$ cat src/rtl/ctrl_i2c_pkg.sv
package ctrl_i2c_pkg;

    localparam int SLOT_COUNT = 10;

    typedef enum logic [2:0] {
        ST_IDLE,
        ST_ADDR,
        ST_CMD,
        ST_WDATA,
        ST_SACK,
        ST_RDATA,
        ST_MACK
    } phase_e;

    // Power-on contents of each register slot
    function automatic logic [7:0] slot_reset(int k);
        case (k)
            0:       return 8'h56;
            1:       return 8'h1E;
            2:       return 8'h90;
            3:       return 8'h69;
            4:       return 8'h60;
            5:       return 8'h04;
            default: return 8'h00;
        endcase
    endfunction

    // Writable bits of each slot; zero means the slot is not stored
    function automatic logic [7:0] slot_keep(int k);
        case (k)
            7, 8:    return 8'h00;
            9:       return 8'h3F;
            default: return 8'hFF;
        endcase
    endfunction

    // Write address byte chosen by the straps (read = this | 1)
    function automatic logic [7:0] write_addr(logic [1:0] sel);
        return {5'b11000, sel, 1'b0};
    endfunction

endpackage

$ cat src/rtl/i2c_line_filter.sv
module i2c_line_filter #(
    parameter int SYNC_STAGES = 2,
    parameter int FILT_LEN    = 3
) (
    input  logic clk,
    input  logic rst_n,
    input  logic line_i,
    output logic line_o
);
    localparam int MSB = SYNC_STAGES - 1;
    localparam int CW  = $clog2(FILT_LEN + 1);

    typedef struct packed {
        logic [SYNC_STAGES-1:0] sync;
        logic [CW-1:0]          cnt;
        logic                   filt;
    } flt_t;

    flt_t flt_d, flt_q;

    always_comb begin
        flt_d      = flt_q;
        flt_d.sync = {flt_q.sync[SYNC_STAGES-2:0], line_i};
        if (flt_q.sync[MSB] != flt_q.filt) begin
            if (flt_q.cnt == CW'(FILT_LEN - 1)) begin
                flt_d.filt = flt_q.sync[MSB];
                flt_d.cnt  = '0;
            end else begin
                flt_d.cnt = flt_q.cnt + CW'(1);
            end
        end else begin
            flt_d.cnt = '0;
        end
    end

    always_ff @(posedge clk or negedge rst_n) begin
        if (!rst_n) begin
            flt_q.sync <= '1;
            flt_q.cnt  <= '0;
            flt_q.filt <= 1'b1;
        end else begin
            flt_q <= flt_d;
        end
    end

    assign line_o = flt_q.filt;


    filt_follows_sync_chk: assert property (@(posedge clk) disable iff (!rst_n)
        (flt_q.filt != $past(flt_q.filt)) |-> ($past(flt_q.sync[MSB]) == flt_q.filt));

endmodule

$ cat src/rtl/i2c_bus_events.sv
module i2c_bus_events (
    input  logic clk,
    input  logic rst_n,
    input  logic scl_f,
    input  logic sda_f,
    output logic start_o,
    output logic stop_o,
    output logic rise_o,
    output logic fall_o
);
    typedef struct packed {
        logic scl;
        logic sda;
    } prev_t;

    prev_t prev_d, prev_q;

    always_comb begin
        prev_d.scl = scl_f;
        prev_d.sda = sda_f;
    end

    always_ff @(posedge clk or negedge rst_n) begin
        if (!rst_n) prev_q <= '{scl: 1'b1, sda: 1'b1};
        else        prev_q <= prev_d;
    end

    assign rise_o  = scl_f & ~prev_q.scl;
    assign fall_o  = ~scl_f & prev_q.scl;
    assign start_o = scl_f & prev_q.scl & prev_q.sda & ~sda_f;
    assign stop_o  = scl_f & prev_q.scl & ~prev_q.sda & sda_f;

endmodule

$ cat src/rtl/i2c_target_fsm.sv
module i2c_target_fsm
    import ctrl_i2c_pkg::*;
(
    input  logic       clk,
    input  logic       rst_n,
    input  logic       scl_f,
    input  logic       sda_f,
    input  logic       start_i,
    input  logic       stop_i,
    input  logic       rise_i,
    input  logic       fall_i,
    input  logic [1:0] addr_sel,
    input  logic [3:0] status_i,
    output logic       wr_en_o,
    output logic [7:0] wr_idx_o,
    output logic [7:0] wr_data_o,
    output logic       sda_oe_o
);
    typedef struct packed {
        phase_e     st;
        phase_e     ret;
        logic [3:0] cnt;
        logic [7:0] sr;
        logic [7:0] ptr;
        logic [7:0] tx;
        logic       mack;
        logic       drive;
    } fsm_t;

    fsm_t fsm_d, fsm_q;
    logic hit_wr, hit_rd, wr_en;

    assign hit_wr = (|addr_sel) && (fsm_q.sr == write_addr(addr_sel));
    assign hit_rd = (|addr_sel) && (fsm_q.sr == (write_addr(addr_sel) | 8'h01));

    always_comb begin
        fsm_d = fsm_q;
        wr_en = 1'b0;
        if (stop_i) begin
            fsm_d.st    = ST_IDLE;
            fsm_d.drive = 1'b0;
        end else if (start_i) begin
            fsm_d.st    = ST_ADDR;
            fsm_d.cnt   = '0;
            fsm_d.drive = 1'b0;
        end else begin
            case (fsm_q.st)
                ST_ADDR, ST_CMD, ST_WDATA: begin
                    if (rise_i) begin
                        fsm_d.sr  = {fsm_q.sr[6:0], sda_f};
                        fsm_d.cnt = fsm_q.cnt + 4'd1;
                    end else if (fall_i && fsm_q.cnt == 4'd8) begin
                        fsm_d.cnt   = '0;
                        fsm_d.st    = ST_SACK;
                        fsm_d.drive = 1'b1;
                        if (fsm_q.st == ST_ADDR) begin
                            if (hit_wr) begin
                                fsm_d.ret = ST_CMD;
                            end else if (hit_rd) begin
                                fsm_d.ret = ST_RDATA;
                                fsm_d.tx  = {4'b0000, status_i};
                            end else begin
                                fsm_d.st    = ST_IDLE;
                                fsm_d.drive = 1'b0;
                            end
                        end else if (fsm_q.st == ST_CMD) begin
                            fsm_d.ptr = fsm_q.sr;
                            fsm_d.ret = ST_WDATA;
                        end else begin
                            wr_en     = 1'b1;
                            fsm_d.ptr = fsm_q.ptr + 8'd1;
                            fsm_d.ret = ST_WDATA;
                        end
                    end
                end
                ST_SACK: begin
                    if (fall_i) begin
                        fsm_d.st    = fsm_q.ret;
                        fsm_d.cnt   = '0;
                        fsm_d.drive = (fsm_q.ret == ST_RDATA) ? ~fsm_q.tx[7] : 1'b0;
                    end
                end
                ST_RDATA: begin
                    if (fall_i) begin
                        if (fsm_q.cnt == 4'd7) begin
                            fsm_d.st    = ST_MACK;
                            fsm_d.cnt   = '0;
                            fsm_d.drive = 1'b0;
                        end else begin
                            fsm_d.tx    = {fsm_q.tx[6:0], 1'b0};
                            fsm_d.cnt   = fsm_q.cnt + 4'd1;
                            fsm_d.drive = ~fsm_q.tx[6];
                        end
                    end
                end
                ST_MACK: begin
                    if (rise_i) begin
                        fsm_d.mack = ~sda_f;
                    end else if (fall_i) begin
                        if (fsm_q.mack) begin
                            fsm_d.st    = ST_RDATA;
                            fsm_d.tx    = 8'h00;
                            fsm_d.cnt   = '0;
                            fsm_d.drive = 1'b1;
                        end else begin
                            fsm_d.st = ST_IDLE;
                        end
                    end
                end
                default: ;
            endcase
        end
    end

    always_ff @(posedge clk or negedge rst_n) begin
        if (!rst_n) begin
            fsm_q <= '{st: ST_IDLE, ret: ST_IDLE, cnt: 4'd0, sr: 8'h00,
                       ptr: 8'h00, tx: 8'h00, mack: 1'b0, drive: 1'b0};
        end else begin
            fsm_q <= fsm_d;
        end
    end

    assign wr_en_o   = wr_en;
    assign wr_idx_o  = fsm_q.ptr;
    assign wr_data_o = fsm_q.sr;
    assign sda_oe_o  = fsm_q.drive;


    sda_moves_low_chk: assert property (@(posedge clk) disable iff (!rst_n)
        (fsm_q.drive != $past(fsm_q.drive)) |->
            (!$past(scl_f) || $past(start_i) || $past(stop_i)));


    ptr_step_chk: assert property (@(posedge clk) disable iff (!rst_n)
        wr_en |=> (fsm_q.ptr == $past(fsm_q.ptr) + 8'd1));


    foreign_addr_chk: assert property (@(posedge clk) disable iff (!rst_n)
        (fsm_q.st == ST_ADDR && fall_i && fsm_q.cnt == 4'd8 && !hit_wr && !hit_rd
         && !start_i && !stop_i) |=> (!fsm_q.drive && fsm_q.st == ST_IDLE));

endmodule

$ cat src/rtl/cfg_reg_bank.sv
module cfg_reg_bank
    import ctrl_i2c_pkg::*;
#(
    parameter int SLOTS = SLOT_COUNT
) (
    input  logic               clk,
    input  logic               rst_n,
    input  logic               wr_en,
    input  logic [7:0]         wr_idx,
    input  logic [7:0]         wr_data,
    output logic [SLOTS*8-1:0] bank_o
);
    localparam logic [7:0] LIMIT = 8'(SLOTS);

    for (genvar k = 0; k < SLOTS; k++) begin : g_slot
        localparam logic [7:0] KEEP = slot_keep(k);
        localparam logic [7:0] RST  = slot_reset(k);
        localparam logic [7:0] IDX  = 8'(k);
        if (KEEP == 8'h00) begin : g_void
            assign bank_o[k*8 +: 8] = 8'h00;
        end else begin : g_live
            logic [7:0] slot_d, slot_q;
            always_comb begin
                slot_d = slot_q;
                if (wr_en && wr_idx == IDX) slot_d = wr_data & KEEP;
            end
            always_ff @(posedge clk or negedge rst_n) begin
                if (!rst_n) slot_q <= RST;
                else        slot_q <= slot_d;
            end
            assign bank_o[k*8 +: 8] = slot_q;
        end
    end


    bank_hold_chk: assert property (@(posedge clk) disable iff (!rst_n)
        !(wr_en && wr_idx < LIMIT) |=> $stable(bank_o));

endmodule

$ cat src/rtl/ctrl_i2c_slave.sv
module ctrl_i2c_slave
    import ctrl_i2c_pkg::*;
#(
    parameter int SYNC_STAGES = 2,
    parameter int FILT_LEN    = 3,
    parameter int SLOTS       = SLOT_COUNT
) (
    input  logic               clk,
    input  logic               rst_n,
    input  logic               scl_i,
    input  logic               sda_i,
    output logic               sda_oe,
    input  logic [1:0]         addr_sel,
    input  logic [3:0]         status_i,
    output logic [SLOTS*8-1:0] cfg_bank
);
    logic [1:0] raw_lines, clean_lines;
    logic       start_ev, stop_ev, rise_ev, fall_ev;
    logic       wr_en;
    logic [7:0] wr_idx, wr_data;

    assign raw_lines = {scl_i, sda_i};

    for (genvar i = 0; i < 2; i++) begin : g_line
        i2c_line_filter #(
            .SYNC_STAGES (SYNC_STAGES),
            .FILT_LEN    (FILT_LEN)
        ) u_filter (
            .clk    (clk),
            .rst_n  (rst_n),
            .line_i (raw_lines[i]),
            .line_o (clean_lines[i])
        );
    end

    i2c_bus_events u_events (
        .clk     (clk),
        .rst_n   (rst_n),
        .scl_f   (clean_lines[1]),
        .sda_f   (clean_lines[0]),
        .start_o (start_ev),
        .stop_o  (stop_ev),
        .rise_o  (rise_ev),
        .fall_o  (fall_ev)
    );

    i2c_target_fsm u_fsm (
        .clk       (clk),
        .rst_n     (rst_n),
        .scl_f     (clean_lines[1]),
        .sda_f     (clean_lines[0]),
        .start_i   (start_ev),
        .stop_i    (stop_ev),
        .rise_i    (rise_ev),
        .fall_i    (fall_ev),
        .addr_sel  (addr_sel),
        .status_i  (status_i),
        .wr_en_o   (wr_en),
        .wr_idx_o  (wr_idx),
        .wr_data_o (wr_data),
        .sda_oe_o  (sda_oe)
    );

    cfg_reg_bank #(
        .SLOTS (SLOTS)
    ) u_bank (
        .clk     (clk),
        .rst_n   (rst_n),
        .wr_en   (wr_en),
        .wr_idx  (wr_idx),
        .wr_data (wr_data),
        .bank_o  (cfg_bank)
    );

endmodule

$ cat config.mk
export PLATFORM = sky130hd
export DESIGN_NAME = ctrl_i2c_slave
export DESIGN_NICKNAME = d
export VERILOG_FILES = /design/src/rtl/ctrl_i2c_pkg.sv /design/src/rtl/i2c_line_filter.sv /design/src/rtl/i2c_bus_events.sv /design/src/rtl/i2c_target_fsm.sv /design/src/rtl/cfg_reg_bank.sv /design/src/rtl/ctrl_i2c_slave.sv
export SDC_FILE = /design/constraint.sdc
export NUM_CORES = 1
export LEC_CHECK = 0
export BUFFER_PORTS_ARGS = -buffer_cell sky130_fd_sc_hd__buf_2
export CAP_MARGIN = 20
export CORE_ASPECT_RATIO = 0.7
export CORE_MARGIN = 8
export CORE_UTILIZATION = 56
export DETAILED_ROUTE_END_ITERATION = 10
export PLACE_DENSITY = 0.8
export SLEW_MARGIN = 20
export SYNTH_ARGS = -nofsm -noshare
export SYNTH_HDL_FRONTEND = slang
export SYNTH_HIERARCHICAL = 1
export SYNTH_SLANG_ARGS = --single-unit
$ cat constraint.sdc
create_clock -name clk -period 4.6 [get_ports clk]
set_input_delay 0.23 -clock clk [delete_from_list [all_inputs] [get_ports clk]]
set_output_delay 0.23 -clock clk [all_outputs]
set_load 0.05 [all_outputs]
==> results of run 1 <==
## logic make-up (layout without fill, tap and decap cells)
group,count (synthesis),count (layout)
mux,79,79
flops,110,110
buf+inv,60,101
other cells,1,18
compound gates,70,70
xor+xnor,4,4
fa+ha+maj,3,3
simple gates,110,110
## path summary, 6_finish.rpt
path	startpoint	end	slack, ns
max	u_events/prev_q[1]	u_bank/g_slot[2].g_live.slot_q[5]	0.88
min	rst_n	g_line[1].u_filter/flt_q[2]	0.008
max reg2reg	u_events/prev_q[1]	u_bank/g_slot[2].g_live.slot_q[5]	0.88
min reg2reg	g_line[0].u_filter/flt_d[4]	g_line[0].u_filter/flt_q[4]	0.36
max in group asynchronous	rst_n	u_bank/g_slot[1].g_live.slot_q[1]	3.57
min in group clk	status_i[0]	u_fsm/fsm_q[2]	0.12
## cells in the mapped netlist (8+ instances only)
cell type,number,area share
dfrtp_1,85,0.39
mux2_2,60,0.13
buf_4,36,0.050
dfstp_2,25,0.12
nand2_1,20,0.014
nor2_1,20,0.014
mux2_4,15,0.042
o21ai_0,15,0.014
a21oi_1,11,0.010
nand3_1,11,0.010
nor3_1,11,0.010
inv_1,9,0.0063
a31oi_1,8,0.0093
nor2b_1,8,0.0093
## power by group
part | switching, W | total, W | internal [W]
combinational | 0.000377 | 0.000655 | 0.000278
sequential | 0.000197 | 0.00128 | 0.00108
clock | 0.000345 | 0.000721 | 0.000376
## layout by cell type (no fill, tap or decap), types with 3 or more instances in the layout
cell / count
and3_1: 3
ha_1: 3
o21ai_0: 15
mux2_4: 15
o21a_1: 3
nor3_1: 11
mux2i_1: 4
nor2b_1: 8
nand2_1: 20
nand3b_1: 3
nand2b_1: 5
buf_2: 71
clkbuf_16: 9
xnor2_1: 3
a21oi_1: 11
dfstp_2: 25
a22o_2: 4
conb_1: 18
or4_4: 3
o22a_1: 6
a31oi_1: 8
dfrtp_1: 85
a21o_1: 4
nor2_1: 20
nand3_1: 11
inv_1: 9
mux2_2: 60
buf_4: 3
## timing repair
item	CTS	global route
hold endpoints to repair	2	0
hold buffers	2	0
buffers inserted	0	0
## area by class of cell
| class | instances | area share |
|---|---|---|
| clock buffer | 11 | 0.0394 |
| clock inverter | 5 | 0.00721 |
| inverter | 9 | 0.00573 |
| multi-input combinational | 284 | 0.381 |
| sequential | 110 | 0.472 |
| tap | 128 | 0.0271 |
| timing repair buffer | 76 | 0.0674 |
## layer usage
metal,up-vias,GRT usage,share of wire
li1,1630,-,-
met1,1786,0.253,0.47
met2,111,0.262,0.46
met3,10,0.0441,0.057
met4,0,0.0593,0.014
met5,-,0,0
## metrics by stage
| step | std cells | setup WS [ns] | power [W] | hold slack [ns] | instance area (um^2) |
|---|---|---|---|---|---|
| after detailed placement | 605 | 0.937 | 0.00194 | 0.338 | 5610 |
| after floorplan | 454 | 1.11 | 0.00185 | -0.0656 | 5460 |
| after global placement | 605 | 1.05 | 0.00192 | 0.336 | 5610 |
| final | 623 | 0.883 | 0.00265 | 0.00785 | 5900 |
| after CTS | 623 | 0.911 | 0.00267 | 0.0444 | 5900 |
| after global routing | 623 | 0.593 | 0.00280 | 0.0841 | 5900 |
## flip-flops by register name, indices dropped and copies added, names as in the netlist
name                         count
u_bank/g_slot.g_live.slot_q     62
u_fsm/fsm_q                     19
u_fsm/wr_data_o                  8
u_fsm/wr_idx_o                   8
g_line.u_filter/flt_q            6
g_line.u_filter/flt_d            2
g_line.u_filter/line_o           2
u_events/prev_q                  2
u_fsm/sda_oe_o                   1
==> results by group, run 1 <==
Layout
  • Area growth syn-to-layout: 9.37%
  • Final nets: 503
  • Final design utilization: 0.619
  • Share of layout cells above drive strength 1: 0.424
  • FF+latch area: 2780 um^2
  • Ant diodes: 0
  • Filler instances: 766
  • Multi-input gate area: 2250 um^2

Yosys
  • Post-Synth Adder-Cell Area: 0.00696
  • Post-synthesis mux area share: 0.174
  • Largest family of logic cells by synthesized area: multiplexers
  • Post-Synthesis Cells: 437
  • Xor and xnor fraction of the mapped netlist area: 0.00649
  • Post-synth ARST share: 1.00
  • Primary FF master, synth: dfrtp_1
  • Flops & latches, synth: 110
  • Post-synth EDFFs: 0
  • Ys Warns: 6
  • Mapped Avg Cell Area: 12.3 um^2
  • Register area share after synthesis: 0.516
  • Post-Syn Area: 5400 um^2
  • Post-synthesis compound-gate area fraction: 0.0909
  • Synth cell types: 66
  • Simple-gate share of the synthesized area: 0.126

Setup path
  • Worst Reg2Reg Path Length in Cells: 9
  • Crit path launch type: flip-flop
  • Critical path endpoint category: flip-flop
  • WP depth: 9
  • CP required: 4.83 ns
  • Crit path cell chain: nor2b_1, nand4b_1, nor3_1, nand3_1, buf_4, nor2_1, or3b_2, or4b_4, mux2_4
  • Arr. time, crit path: 3.95 ns
  • Largest stage delay on the critical path: 0.62 ns
  • CP max-delay cell: or4b_4
  • CP Buf/Inv Count: 1
  • Crit path kind: reg -> reg
  • CP delay by family, top: simple AND/OR/NAND/NOR gates
  • Crit-path max FO: 18

STA
  • Fmax: 269 MHz
  • Fin crit period: 3.72 ns
  • Final setup TNS: 0 ns
  • Final Hold Fails: 0
  • RSZ-0062 raised after global routing: no
  • Crit share post-route: 0.808
  • Final Setup Violations: 0
  • Final Slew Violations: 0
  • Relative slew slack: 0.398
  • Worst Clk Skew: 0.00474 ns
  • Slew @ Worst Pin: 0.903 ns

Detailed routing
  • Drt total wl: 11400 um
  • Post-route ant nets: 0
  • Drt drc: 0
  • DRT iter0 DRCs: 178
  • WL per Instance: 18.3 um
  • Drt via density: 5.68
  • Vias: 3537
  • Iteration count of the initial detailed-routing pass: 4

Power
  • Leakage power: 2.95 nW
  • Peak supply drop: 222 uV
  • Pwr Density: 450 nW/um^2

Clocking
  • TritonCTS Sinks: 110
  • Latest clock arrival within the worst-skew pair: 0.34 ns
  • Clock tree buffer depth: 2
  • H-tree depth: 3
  • CTS Root Cell: clkbuf_16
  • Clock transition at path regs: 0.07 ns
  • CTS tree: done
  • CTS Buf Count: 9
  • CTS resizes: 0

Floorplan
  • Core Area: 9530 um^2
  • Starting Density: 0.566
  • Die H: 98.1 um
  • Row cnt: 30
  • Die Area: 13100 um^2
  • Io pins: 91
  • Die width: 133 um

GRT
  • Pin count of the biggest net entering global routing: 74
  • First-pass GRT wire length: 18900 um
  • Gr usage total: 0.179
  • Initial antenna violation count: 0
  • Overflow after GRT: 0
  • Vias in the first global route: 3536

Place
  • Routability cong.: 0.835
  • Detail Placement HPWL: 8040 um
  • Port Buf Inserts: 72

Flow run
  • Max_cap viols: 0

Worst hold path
  • Hold Path Class: in -> async

Status
  • Status: finished clean
(Power assumes the default switching activity.)
==> run 2, diff against run 1 <==
Settings changed: ABC_AREA from default to 1, CORE_UTILIZATION 56 to 57.
Clock period 4.6 ns to 3.7 ns, I/O delays scaled along.
==> run 2 against run 1 <==
Final area increased by 6.6%. Critical path depth increased by 5. Non-clock buffer count increased by 4. Utilization increased by 2.6 points. Via count increased by 39%. Fmax increased by 19%. Combinational power increased by 50%. Global-route usage increased by 3.8 points.
==> results by group, run 2 <==
Detailed routing
  • Drt via density: 5.45 (-4.1%)
  • WL per Instance: 15.7 um (-14%)
  • Iteration count of the initial detailed-routing pass: 5 (+1)
  • Drt total wl: 14200 um (+24%)
  • Post-route ant nets: 0 (unchanged)
  • Vias: 4917 (+39%)
  • Drt drc: 0 (unchanged)
  • DRT iter0 DRCs: 529 (+200%)

STA
  • Final Setup Violations: 0 (unchanged)
  • Final Slew Violations: 0 (unchanged)
  • Fmax: 319 MHz (+19%)
  • Fin crit period: 3.13 ns (-0.583 ns)
  • Crit share post-route: 0.847 (+0.0390)
  • Slew @ Worst Pin: 0.641 ns (-0.262 ns)
  • Final setup TNS: 0 ns (unchanged)
  • Worst Clk Skew: 0.00785 ns (+0.00311 ns)
  • Relative slew slack: 0.573 (+0.175)
  • Hold Worst Slack: 0.213 ns (+0.206 ns)
  • Final Hold Fails: 0 (unchanged)
  • RSZ-0062 raised after global routing: no

Clocking
  • Postcts setup bufs: 0 (unchanged)
  • TritonCTS Sinks: 110 (unchanged)
  • Latest clock arrival within the worst-skew pair: 0.35 ns (about the same)
  • CTS tree: done
  • CTS Root Cell: clkbuf_16
  • CTS Buf Count: 9 (unchanged)
  • Hold Buf Count CTS: 3 (+1)
  • CTS resizes: 0 (unchanged)
  • H-tree depth: 3 (unchanged)
  • Clock tree buffer depth: 2 (unchanged)
  • Clock transition at path regs: 0.07 ns (about the same)

Layout
  • Ant diodes: 0 (unchanged)
  • Most frequent cells in the layout: nand2_1 (249), nand3_1 (90), dfrtp_1 (85)
  • Max reg flops: 62 (unchanged)
  • Share of layout cells above drive strength 1: 0.203 (-0.222)
  • Top flop regs: u_bank/g_slot.g_live.slot_q (62), u_fsm/fsm_q (19)
  • Final nets: 783 (+56%)
  • Most common cell after layout, fill and taps aside: nand2_1
  • Area growth syn-to-layout: 9.38% (about the same)
  • Final instance area: 6290 um^2 (+6.6%)
  • Largest register by flop count: u_bank/g_slot.g_live.slot_q

GRT
  • Vias in the first global route: 4749 (+34%)
  • Initial antenna violation count: 0 (unchanged)
  • Pin count of the biggest net entering global routing: 49 (-34%)
  • First-pass GRT wire length: 23800 um (+26%)
  • Gr usage total: 0.217 (+0.0381)
  • Overflow after GRT: 0 (unchanged)

Yosys
  • Post-Syn Area: 5750 um^2 (+6.6%)
  • Mapped Avg Cell Area: 8.00 um^2 (-35%)
  • Count leader, synth: nand2_1
  • Post-synth ARST share: 1.00 (unchanged)
  • Ys Warns: 6 (unchanged)
  • Post-synth EDFFs: 0 (unchanged)
  • Yosys top cell area share: 0.370 (-0.0244)
  • Primary FF master, synth: dfrtp_1
  • Post-Synthesis Cells: 719 (+65%)
  • Register area share after synthesis: 0.484 (-0.0319)
  • Cell type with the largest total area after synthesis: dfrtp_1
  • Synth cell types: 35 (-47%)
  • Top cells by area, synth: dfrtp_1 (37%), nand2_1 (16%), dfstp_2 (11%), nand3_1 (7.8%), buf_4 (5.0%)
  • Top post-synthesis cells by count: nand2_1 (249), nand3_1 (90), dfrtp_1 (85)
  • Flops & latches, synth: 110 (unchanged)

Floorplan
  • Die width: 136 um (+2.1%)
  • Core Area: 9760 um^2 (+2.4%)
  • Row cnt: 30 (unchanged)
  • Io pins: 91 (unchanged)
  • Starting Density: 0.589 (+0.0234)
  • Die H: 100 um (+2.0%)
  • Die Area: 13600 um^2 (+4.0%)

Setup path
  • Crit path kind: reg -> reg
  • Crit-path max FO: 13 (-5)
  • CP required: 3.94 ns (-0.89 ns)
  • Critical path endpoint category: flip-flop
  • Arr. time, crit path: 3.38 ns (-0.57 ns)
  • Crit path launch type: flip-flop

Power
  • Peak supply drop: 276 uV (+24%)
  • Logic pwr share: 0.288 (+0.041)
  • Switching portion of total power: 0.381 (+0.0344)
  • P_sw: 0.00130 W (+41%)
  • Internal Power: 0.00211 W (+22%)
  • Clock share of power: 0.278 (+0.006)
  • Reg power frac: 0.434 (-0.048)
  • Pwr Density: 542 nW/um^2 (+20%)
  • Leakage power: 3.44 nW (+16%)

Place
  • Port Buf Inserts: 72 (unchanged)
  • Detail Placement HPWL: 9970 um (+24%)
  • Routability cong.: 0.961 (+15%)
  • Placed inst area: 5970 um^2 (+6.5%)

Status
  • Status: finished clean

Flow run
  • Max_cap viols: 0 (unchanged)

Worst hold path
  • Hold Path Class: in -> reg
-- run 2: changes by cell type after synthesis, moves of 24 or more --
cell     delta
inv_1      +47
mux2_2     -58
nand2_1   +229
nand3_1    +79
nor2_1     +24
-- run 2: final timing paths --
check                                             from                                 to  slack [ns]  cells after the start
setup / recovery             g_line[0].u_filter/line_o  u_bank/g_slot[0].g_live.slot_q[3]        0.57                     14
hold / removal                             status_i[0]                     u_fsm/fsm_q[2]        0.21                      5
setup reg to reg             g_line[0].u_filter/line_o  u_bank/g_slot[0].g_live.slot_q[3]        0.57                     14
hold reg to reg            g_line[0].u_filter/flt_d[4]        g_line[0].u_filter/flt_q[4]        0.36                      0
max in group asynchronous                        rst_n  u_bank/g_slot[1].g_live.slot_q[1]        2.40                      3
min in group asynchronous                        rst_n        g_line[1].u_filter/flt_q[2]        0.39                      2
-- run 2: layer usage --
metal / track usage / part of all wire
met5: 0 / 0
met1: 0.305 / 0.45
met2: 0.329 / 0.44
met3: 0.0559 / 0.098
met4: 0.0479 / 0.011
-- run 2: critical path: stages, from the launching register on --
cell and delay [ns]:
dfstp_2 0.58, inv_1 0.05, nand2_1 0.05, nor2_1 0.06, nor2_2 0.10, buf_4 0.19, nand3_1 0.16, nor2_4 0.28
inv_1 0.15, nor2_1 0.19, nand2_1 0.12, nor2_2 0.45, nand3_1 0.40, nand2_1 0.17, nand2_1 0.07
-- run 2: final cells by class --
cell class / count / area, um^2
Timing Repair Buffer: 80 / 430
Multi-Input combinational cell: 507 / 2390
Clock buffer: 11 / 253
Inverter: 62 / 235
Tap cell: 128 / 160
Fill cell: 806 / 3470
Sequential cell: 110 / 2780
Clock inverter: 5 / 40.0
-- run 2: cell families after synthesis --
group,Yosys count,synth area share
adder cells (fa/ha/maj),3,0.00653
AO/OA/AOI/OAI,46,0.0420
other,1,0.000652
buffers and inverters,119,0.112
multiplexers,2,0.00392
XOR/XNOR,4,0.00609
flip-flops,110,0.484
AND/OR/NAND/NOR,434,0.345
-- run 2: metrics by stage --
step | worst slack (ns) | utilization | total power, W | instances
after floorplan | 1.41 | - | 0.00225 | 736
after global placement | 0.899 | 0.611 | 0.00242 | 884
after detailed placement | 0.658 | 0.611 | 0.00245 | 884
after CTS | 0.609 | 0.644 | 0.00340 | 903
after global routing | 0.222 | 0.644 | 0.00361 | 903
final | 0.566 | 0.644 | 0.00341 | 903
-- run 2: power by group through the flow --
stage | registers [W] | logic (W) | clock network, W
after floorplan | 0.00144 | 0.000817 | 0
after global placement | 0.00149 | 0.000925 | 0
after detailed placement | 0.00150 | 0.000949 | 0
after CTS | 0.00148 | 0.000958 | 0.000963
after global routing | 0.00150 | 0.00110 | 0.00101
final | 0.00148 | 0.000981 | 0.000947
==> run 3, diff against run 2 <==
Clock period 3.7 ns to 2.9 ns, I/O delays scaled along.
==> run 3 against run 2 <==
Non-clock buffer count is 2 higher. Total power is 28% higher. Via count is 0.87% lower. Clock power is 32% higher. Sequential share of layout area is 0.23 points lower. Combinational power is 27% higher. Hold slack worse by 0.082 ns. Global-route usage is 0.53 points lower. First-iteration DRC count is 7.8% lower. Critical path depth is 1 lower. Critical path type unchanged. Critical endpoint is now u_bank/g_slot[4].g_live.slot_q[7]. Highest routed layer unchanged.
==> results by group, run 3 (same netlist as run 2, synthesis figures left out) <==
Place
  • Detail Placement HPWL: 9850 um (-1.2%)
  • Placed inst area: 5990 um^2 (+0.46%)
  • Dpl ws: 0.483 ns (-0.175 ns)
  • Routability cong.: 0.893 (-7.1%)
  • Port Buf Inserts: 72 (unchanged)

Clocking
  • Clock transition at path regs: 0.07 ns (about the same)
  • Clock tree buffer depth: 2 (unchanged)
  • CTS tree: done
  • Postcts setup bufs: 0 (unchanged)
  • TritonCTS Sinks: 110 (unchanged)
  • CTS Buf Count: 9 (unchanged)
  • CTS resizes: 0 (unchanged)
  • CTS Root Cell: clkbuf_16
  • Latest clock arrival within the worst-skew pair: 0.35 ns (about the same)
  • H-tree depth: 3 (unchanged)

Setup path
  • Largest stage delay on the critical path: 0.54 ns (-0.04 ns)
  • Crit path kind: reg -> reg
  • Arr. time, crit path: 2.71 ns (-0.67 ns)
  • Critical path endpoint category: flip-flop
  • CP required: 3.14 ns (-0.80 ns)
  • CP delay by family, top: simple AND/OR/NAND/NOR gates
  • CP max-delay cell: dfstp_2
  • Crit path cell chain: inv_1, nor2_1, nand2_1, inv_1, nand3_2, nor2_4, inv_1, nor2_1, nand3_1, nor2_4, nand2_1, nand2_1, nand2_1
  • Reg-to-Reg Start: u_events/prev_q[1]
  • Crit path launch type: flip-flop
  • CP Buf/Inv Count: 3 (unchanged)
  • Crit-path max FO: 14 (+1)
  • Crit path from: u_events/prev_q[1]
  • Crit path top cell by count: nand2_1

STA
  • Final Slew Violations: 0 (unchanged)
  • Worst Clk Skew: 0.00730 ns (-0.000552 ns)
  • Worst setup margin: 0.433 ns (-0.132 ns)
  • Fin crit period: 2.47 ns (-0.668 ns)
  • Relative slew slack: 0.500 (-0.0725)
  • Fmax: 405 MHz (+27%)
  • Crit share post-route: 0.851 (+0.00342)
  • Final setup TNS: 0 ns (unchanged)
  • Final Setup Violations: 0 (unchanged)
  • Final Hold Fails: 0 (unchanged)
  • RSZ-0062 raised after global routing: no
  • Slew @ Worst Pin: 0.749 ns (+0.109 ns)

Layout
  • Final instance area: 6320 um^2 (+0.52%)
  • Largest register by flop count: u_bank/g_slot.g_live.slot_q
  • Multi-input gate area: 2390 um^2 (unchanged)
  • FF+latch area: 2780 um^2 (unchanged)
  • Top flop regs: u_bank/g_slot.g_live.slot_q (62), u_fsm/fsm_q (19)
  • Share of layout cells above drive strength 1: 0.203 (+0.000766)
  • Filler instances: 801 (-0.62%)
  • Area growth syn-to-layout: 9.94%
  • Final nets: 785 (+0.26%)
  • Max reg flops: 62 (unchanged)
  • Most common cell after layout, fill and taps aside: nand2_1
  • Ant diodes: 0 (unchanged)
  • Most frequent cells in the layout: nand2_1 (249), nand3_1 (90), dfrtp_1 (85)

Power
  • Pwr Density: 691 nW/um^2 (+28%)
  • P_sw: 0.00163 W (+26%)
  • Switching portion of total power: 0.373 (-0.00775)
  • Reg power frac: 0.427 (-0.007)
  • Internal Power: 0.00274 W (+30%)
  • Peak supply drop: 470 uV (+71%)
  • Leakage power: 3.46 nW (+0.72%)
  • Logic pwr share: 0.286 (-0.002)
  • Clock share of power: 0.286 (+0.008)

GRT
  • Overflow after GRT: 0 (unchanged)
  • Vias in the first global route: 4608 (-3.0%)
  • Pin count of the biggest net entering global routing: 61 (+24%)
  • Initial antenna violation count: 0 (unchanged)
  • First-pass GRT wire length: 23200 um (-2.3%)
  • Gr usage total: 0.211 (-0.00526)

Detailed routing
  • Post-route ant nets: 0 (unchanged)
  • WL per Instance: 15.5 um (-1.4%)
  • Vias: 4874 (-0.87%)
  • Iteration count of the initial detailed-routing pass: 5 (unchanged)
  • Drt drc: 0 (unchanged)
  • Drt total wl: 14000 um (-1.2%)
  • DRT iter0 DRCs: 488 (-7.8%)
  • Drt via density: 5.39 (-1.1%)

Floorplan
  • Die H: 100 um (unchanged)
  • Io pins: 91 (unchanged)
  • Die Area: 13600 um^2 (unchanged)
  • Die width: 136 um (unchanged)
  • Row cnt: 30 (unchanged)
  • Core Area: 9760 um^2 (unchanged)
  • Starting Density: 0.589 (unchanged)

Worst hold path
  • Hold Path Class: in -> reg
  • Hold wc startpoint: status_i[0]

Flow run
  • Max_cap viols: 0 (unchanged)

Status
  • Status: finished clean
-- run 3: cell types whose count changed in the layout (fill, tap and decap cells not counted) --
cell	delta
buf_12	+1
buf_4	+1
bufinv_16	+1
clkbuf_1	+1
clkbuf_8	-2
clkinv_2	+1
clkinv_4	+1
clkinvlp_4	-2
-- run 3: worst paths after layout --
path	cells past startpoint	slack [ns]	to
max in group asynchronous	3	1.70	u_bank/g_slot[1].g_live.slot_q[3]
setup reg to reg	13	0.43	u_bank/g_slot[4].g_live.slot_q[7]
setup / recovery	13	0.43	u_bank/g_slot[4].g_live.slot_q[7]
min in group asynchronous	2	0.41	g_line[1].u_filter/flt_q[1]
hold reg to reg	0	0.36	g_line[0].u_filter/flt_q[4]
hold / removal	5	0.13	u_fsm/fsm_q[2]
-- run 3: what timing repair did --
item / CTS / global route
hold endpoints to repair: 47 / 0
hold buffers: 3 / 0
endpoints found under the setup margin: 0 / 0
-- run 3: cell type report --
type	count	share of cell area
Clock buffer	10	0.0362
Clock inverter	6	0.0109
Inverter	62	0.0372
Multi-Input combinational cell	507	0.378
Sequential cell	110	0.440
Tap cell	128	0.0253
Timing Repair Buffer	82	0.0724
-- run 3: power groups by stage --
stage / Clock, W / Sequential (W) / Combinational [W]
floorplan: 0 / 0.00183 / 0.00104
global placement: 0 / 0.00188 / 0.00120
detailed placement: 0 / 0.00189 / 0.00123
CTS: 0.00127 / 0.00186 / 0.00124
global route: 0.00132 / 0.00189 / 0.00140
finish: 0.00125 / 0.00187 / 0.00125
-- run 3: stage by stage --
step                      hold WS [ns]  power, W  utilization  instances
after floorplan                 -0.151   0.00288            -        736
after global placement           0.252   0.00309        0.614        886
after detailed placement         0.252   0.00312        0.614        886
after CTS                        0.123   0.00437        0.648        905
after global routing             0.166   0.00461        0.648        905
final                            0.131   0.00437        0.648        905
-- run 3: tightest hold or removal path: cells and delay by family --
kind	cells	cell delay [ns]
AND/OR/NAND/NOR	3	0.15
buffers and inverters	2	0.14
-- run 3: metal layers --
metal	vias up	share of wire	wire length, um	GRT usage
li1	2341	-	-	-
met1	2305	0.45	6270	0.299
met2	218	0.46	6430	0.321
met3	10	0.090	1270	0.0594
met4	0	0.0040	56	0.0336
met5	-	0	0	0
